==> src/rtl/edge_accel_est.sv <==
module edge_accel_est #(
  parameter int TW = 24,
  parameter int DXW = 16,
  parameter int FRAC = 24,
  parameter logic [3:0] CHAN_TAG = 4'd5
) (
  input  logic           clk,
  input  logic           rst_n,
  input  logic           evt_valid,
  output logic           evt_ready,
  input  logic [DXW-1:0] evt_delta,
  output logic           out_valid,
  input  logic           out_ready,
  output logic [31:0]    out_data,
  output logic           out_overrun
);
  localparam int NW = DXW + FRAC;
  localparam int DW = 2 * TW;
  localparam int SW = $clog2(NW);
  localparam logic [TW-1:0] TMAX = '1;
  localparam logic [NW-1:0] VMAX = NW'(27'h3ffffff);

  logic [TW-1:0] cnt;
  logic          armed, busy, neg, tmo;
  logic [SW-1:0] step;
  logic [NW-1:0] num_q, quo;
  logic [DW-1:0] den;
  logic [DW:0]   rem;

  wire           take  = evt_valid && !busy;
  wire [DXW-1:0] dmag  = evt_delta[DXW-1] ? DXW'(-evt_delta) : evt_delta;
  wire [DW:0]    trial = {rem[DW-1:0], num_q[NW-1]};
  wire           fits  = trial >= {1'b0, den};
  wire [DW:0]    rem_n = fits ? trial - {1'b0, den} : trial;
  wire [NW-1:0]  quo_n = {quo[NW-2:0], fits};
  wire           last  = busy && (step == SW'(NW - 1));
  wire [26:0]    mag   = (quo_n > VMAX) ? 27'h3ffffff : quo_n[26:0];
  wire [26:0]    val   = tmo ? 27'd0 : (neg ? -mag : mag);

  assign evt_ready = !busy;

  always_ff @(posedge clk) begin
    if (!rst_n) begin
      cnt <= '0;
      armed <= 1'b0;
      busy <= 1'b0;
      step <= '0;
      num_q <= '0;
      quo <= '0;
      den <= '0;
      rem <= '0;
      neg <= 1'b0;
      tmo <= 1'b0;
      out_valid <= 1'b0;
      out_data <= '0;
      out_overrun <= 1'b0;
    end else begin
      if (take) cnt <= TW'(1);
      else if (cnt != TMAX) cnt <= cnt + 1'b1;

      if (take) armed <= 1'b1;

      if (take && armed) begin
        busy <= 1'b1;
        step <= '0;
        num_q <= {dmag, {FRAC{1'b0}}};
        den <= DW'(cnt) * DW'(cnt);
        rem <= '0;
        quo <= '0;
        neg <= evt_delta[DXW-1];
        tmo <= (cnt == TMAX);
      end else if (busy) begin
        num_q <= num_q << 1;
        rem <= rem_n;
        quo <= quo_n;
        step <= step + 1'b1;
        if (last) busy <= 1'b0;
      end

      if (last) begin
        out_data <= {CHAN_TAG, tmo, val};
        out_valid <= 1'b1;
        out_overrun <= out_valid && !out_ready;
      end else if (out_valid && out_ready) begin
        out_valid <= 1'b0;
        out_overrun <= 1'b0;
      end
    end
  end
endmodule

==> config.mk <==
export PLATFORM = sky130hd
export DESIGN_NAME = edge_accel_est
export DESIGN_NICKNAME = d
export VERILOG_FILES = /design/src/rtl/edge_accel_est.sv
export SDC_FILE = /design/constraint.sdc
export NUM_CORES = 2
export LEC_CHECK = 0
export BUFFER_PORTS_ARGS = -buffer_cell sky130_fd_sc_hd__clkbuf_2
export CORE_ASPECT_RATIO = 0.8
export CORE_UTILIZATION = 55
export DETAILED_ROUTE_END_ITERATION = 8
export GPL_ROUTABILITY_DRIVEN = 0
export PLACE_DENSITY = 0.71
export SYNTH_ARGS = -nofsm -noshare
export SYNTH_HDL_FRONTEND = slang
export SYNTH_SLANG_ARGS = --single-unit
==> constraint.sdc <==
create_clock -name clk -period 9.9 [get_ports clk]
set_clock_uncertainty 0.1 [all_clocks]
set_input_delay 0.99 -clock clk [delete_from_list [all_inputs] [get_ports clk]]
set_output_delay 0.99 -clock clk [all_outputs]
set_load 0.03 [all_outputs]
=== Yosys cells after proc, flatten, opt, wreduce, memory -nomap -nowiden ===
Cells that the tools add are included.

* Register bits after elaboration: 216
* Word-level logic and storage cells: 53

* Equality and inequality tests: 3
* Bitwise logic cells: 1
* Mux-type cells: 15
* Add/sub/neg operators: 5
* Multiply operators: 1
* $lt $le $gt $ge: 2
* Reduce and logical (&&, ||, !) cells: 12

{| class="wikitable"
|+ Operator list
! operator !! count
|-
| 27-bit two-way mux || 3
|-
| 40-bit two-way mux || 2
|-
| 49-bit by 48-bit >= comparator with 1-bit output || 1
|-
| 24-bit by 24-bit multiplier with 48-bit output || 1
|-
| 48-bit two-way mux || 1
|-
| 48-bit subtractor || 1
|-
| 40-bit by 26-bit greater-than comparator with 1-bit output, second input constant || 1
|-
| 27-bit negation || 1
|-
| 24-bit by 1-bit adder with 24-bit output, second input constant || 1
|-
| 24-bit == test, second input constant || 1
|-
| 24-bit != test, second input constant || 1
|-
| 16-bit two-way mux || 1
|-
| 16-bit negation || 1
|-
| 1-bit two-way mux || 8
|-
| 6-bit by 1-bit adder with 6-bit output, second input constant || 1
|-
| 6-bit == test, second input constant || 1
|-
| 2-bit nonzero test || 3
|-
| 1-bit logical AND || 5
|-
| 2-bit OR reduction || 2
|-
| 1-bit logical NOT || 2
|-
| 1-bit NOT || 1
|}

=== Longest topological paths before layout ===
* Word-level depth: 6
* Mapped depth: 29
* Depth with buffers taken out: 27

=== Worst setup path before layout ===
No wires, ideal clock.

* Path type: flip-flop to flip-flop
* Start: reg cnt[15]
* End: reg den[46]
* Required time: 9.663 ns
* Setup time: 0.137 ns
* Arrival: 7.047 ns
* Slack: 2.616 ns
* Cell stages (with the launch flop): 28
* Period minus slack after synthesis: 7.284 ns
* Cell sequence: dfxtp_1 clkbuf_1 clkbuf_1 nand2_1 fa_1 inv_1 fa_1 fa_1 inv_1 fa_1 inv_1 fa_1 fa_1 inv_1 fa_1 inv_1 ha_1 clkbuf_1 o21a_1 o211ai_1 a31oi_1 a211o_1 a2111o_1 a31oi_1 o21bai_1 a41oi_1 xor2_1 o22ai_1

* Longest elaborated chain between the ends: 1

{| class="wikitable"
|+ Ends and longest elaborated chain
! what !! RTL line !! text
|-
| from (decl) || 23 || <nowiki>logic [TW-1:0] cnt;</nowiki>
|-
| from (signal assigned) || 59 || <nowiki>else if (cnt != TMAX) cnt <= cnt + 1'b1;</nowiki>
|-
| 24-bit by 24-bit multiplier with 48-bit output || 67 || <nowiki>den <= DW'(cnt) * DW'(cnt);</nowiki>
|-
| to (signal assigned) || 67 ||
|-
| to (decl) || 27 || <nowiki>logic [DW-1:0] den;</nowiki>
|}

No other way between the ends.
A chain may end at the register's enable or synchronous reset.

=== Final worst setup path ===
* Start: reg cnt[11]
* End: reg den[47]

Same word-level chain as after synthesis.

==> metrics.txt <==
outcome complete, no violations; hpwl dp 57.4 mm; via/cell ratio 5.65; Die Height 207 µm; FF+latch area 4310 µm²; worst-margin pin slew 1.12 ns; critical path startpoint category flop; final core utilization 0.594; clock share of power 0.313; gr ovfl total 0; vias in the first global route 23,841; largest net degree at the start of global routing 83; Synth Flop Type dfxtp_1; RSZ-0062 raised after global routing no; Crit. End Element flop; drt pass-1 iters 6; PD cells 105 nW/µm²; Worst VDD drop 0.260 mV; Synth warnings 0; Reg-to-Reg End den[47]; Filler cells 4,534; #FFs+latches synth 215; post_cts resized 0; Setup Slack @ Placement 1.75 ns; asr flop ratio synth 0; CP Data Arrival Time 8.74 ns; hold path cells 2; net switching power 1.21 mW; DIE AREA 53,700 µm²; Total GRT Usage 0.280; fmax 0.120 GHz; Post-Synthesis Cells 3,383; worst r2r path cells 23; Clock Path Buffers 3; Setup TNS 0 ns; Hold Fails Final Rpt 0; Post-synth EDFFs 0; iteration-0 DRC count of the detailed router 1,568; commonest non-fill, non-tap cell in the layout inv_1; CTS root buffer clkbuf_16; post-CTS setup buffers 0; wire per inst 18.0 µm; worst hold path type flop to flop; CTS tree done; XOR/XNOR Fraction of Synth Area 0.0407; largest family of logic cells by synthesized area adder cells; Sw Ratio 0.374; Min Hold Slack 0.356 ns; clk sinks 215; DRC 0; number of max-cap violations 0; via count 22,821; I/O Buffers 52; Layout Nets 4,020; IO Pins 55; Post-Syn Area 29,000 µm²; core area 51,600 µm²; Power Internal 2.02 mW; most frequent cells in the layout inv_1 (649), fa_1 (433), nand2_1 (299); post-route setup slack 1.54 ns; R2R Path Start cnt[11]; clk_lat worst skew 0.56 ns; fin crit share 0.844; area added between synthesis and finish 5.57%; total wire length 72.7 mm; Max transition margin 0.249; Flop pwr share 0.286; fraction of layout cells with a size suffix above 1 0.0474; Netlist cell types 85; DRT antenna net count 0; Die W 259 µm; Num CTS Buffers 25; initial antenna violation count 2; flop2flop setup slack 1.54 ns; Multi-input gate area 21,600 µm²; Logic pwr share 0.401; Row Count 74; Worst-path clk slew 0.06 ns; Final min period 8.36 ns; crit path kind flop to flop; fin. max-slew vios 0; hold path start out_data[17]; post-synthesis adder-cell area fraction 0.399; Simple-Gate Fraction of Synth Area 0.152; first-pass GRT wire length 122 mm; Setup violations, final 0; critical path startpoint cnt[11]; Req. time, crit path 10.28 ns; sequential area share after synthesis 0.148; htree depth 1; multiplexer share of the synthesized area 0.0301; Hold EP out_data[17]; Leak 15.5 nW; hold_buf cts 0; starting utilization of the core area 0.563; Synth Area in Compound Gates 0.124; n_diodes 0; Tot Pwr 3.23 mW; Syn Area/Cell 8.58 µm²; largest fanout on the critical path 17
state kept, by name (all words and copies together), names as in the netlist:
register     flops
armed            1
busy             1
rem             48
out_data        29
den             47
tmo              1
num_q           16
out_overrun      1
step             6
out_valid        1
cnt             24
neg              1
quo             39
metal layers:
layer / track usage / wire length (µm) / vias to the layer above
met1: 0.394 / 32600 / 11245
met5: 0 / 0 / -
li1: - / - / 10700
met4: 0.0577 / 1430 / 0
met2: 0.457 / 33700 / 762
met3: 0.0435 / 5030 / 114
worst max path at each step:
stage | to | slack (ns) | depth (start not counted)
floorplan | den[46] | 2.62 | 27
global placement | den[44] | 1.84 | 22
detailed placement | den[44] | 1.75 | 22
CTS | den[44] | 1.71 | 22
global route | den[46] | 1.24 | 22
finish | den[47] | 1.54 | 23
power groups by stage:
stage	Sequential (mW)	Clock, mW	Combinational [mW]
6_report	0.924	1.01	1.30
5_1_grt	0.927	1.06	1.42
2_1_floorplan	0.926	0	1.06
3_5_place_dp	0.941	0	1.27
3_3_place_gp	0.940	0	1.24
4_1_cts	0.922	1.03	1.27
through the flow:
step,instances,area (µm²)
global placement,3992,29800
finish,4038,30600
global route,4038,30600
detailed placement,3992,29800
floorplan,3384,29000
CTS,4038,30600
area by class of cell:
type	instances	share of cell area
Inverter	652	0.0799
Clock inverter	12	0.00649
Tap cell	684	0.0279
Timing Repair Buffer	84	0.0163
Sequential cell	215	0.141
Clock buffer	34	0.0225
Multi-Input combinational cell	2357	0.706
synthesized netlist by cell type, drive strengths merged, types with 56 or more instances:
cell    number  area, µm²
a21o        64        480
a21oi      131        656
and2       144        901
clkbuf     139        522
dfxtp      215       4300
fa         433       8670
ha         232       2900
inv        650       2440
mux2i       85        851
nand2      301       1130
nor2       224        841
o21ai      127        636
xnor2       79        692
xor2        56        490
kinds of logic after synthesis:
kind of cell / Yosys count
buffers and inverters: 812
other: 1
adder cells (fa/ha/maj): 665
XOR/XNOR: 135
flip-flops: 215
multiplexers: 87
AO/OA/AOI/OAI: 553
AND/OR/NAND/NOR: 915
worst max-delay path, cell delays in order (launching register included):
cell and delay, ns:
dfxtp_1 0.89, buf_4 0.40, and2_1 0.22, inv_1 0.07, fa_1 0.48, fa_1 0.49, inv_1 0.05, fa_1 0.53
fa_1 0.45, fa_1 0.53, fa_1 0.55, inv_1 0.06, fa_1 0.52, inv_1 0.04, ha_1 0.42, a21o_1 0.24
a211oi_1 0.55, nand4_1 0.36, a21oi_1 0.40, a21oi_1 0.17, nand2b_1 0.15, a21oi_1 0.09, or4_1 0.40, o211ai_1 0.10
(Power assumes the default switching activity.)
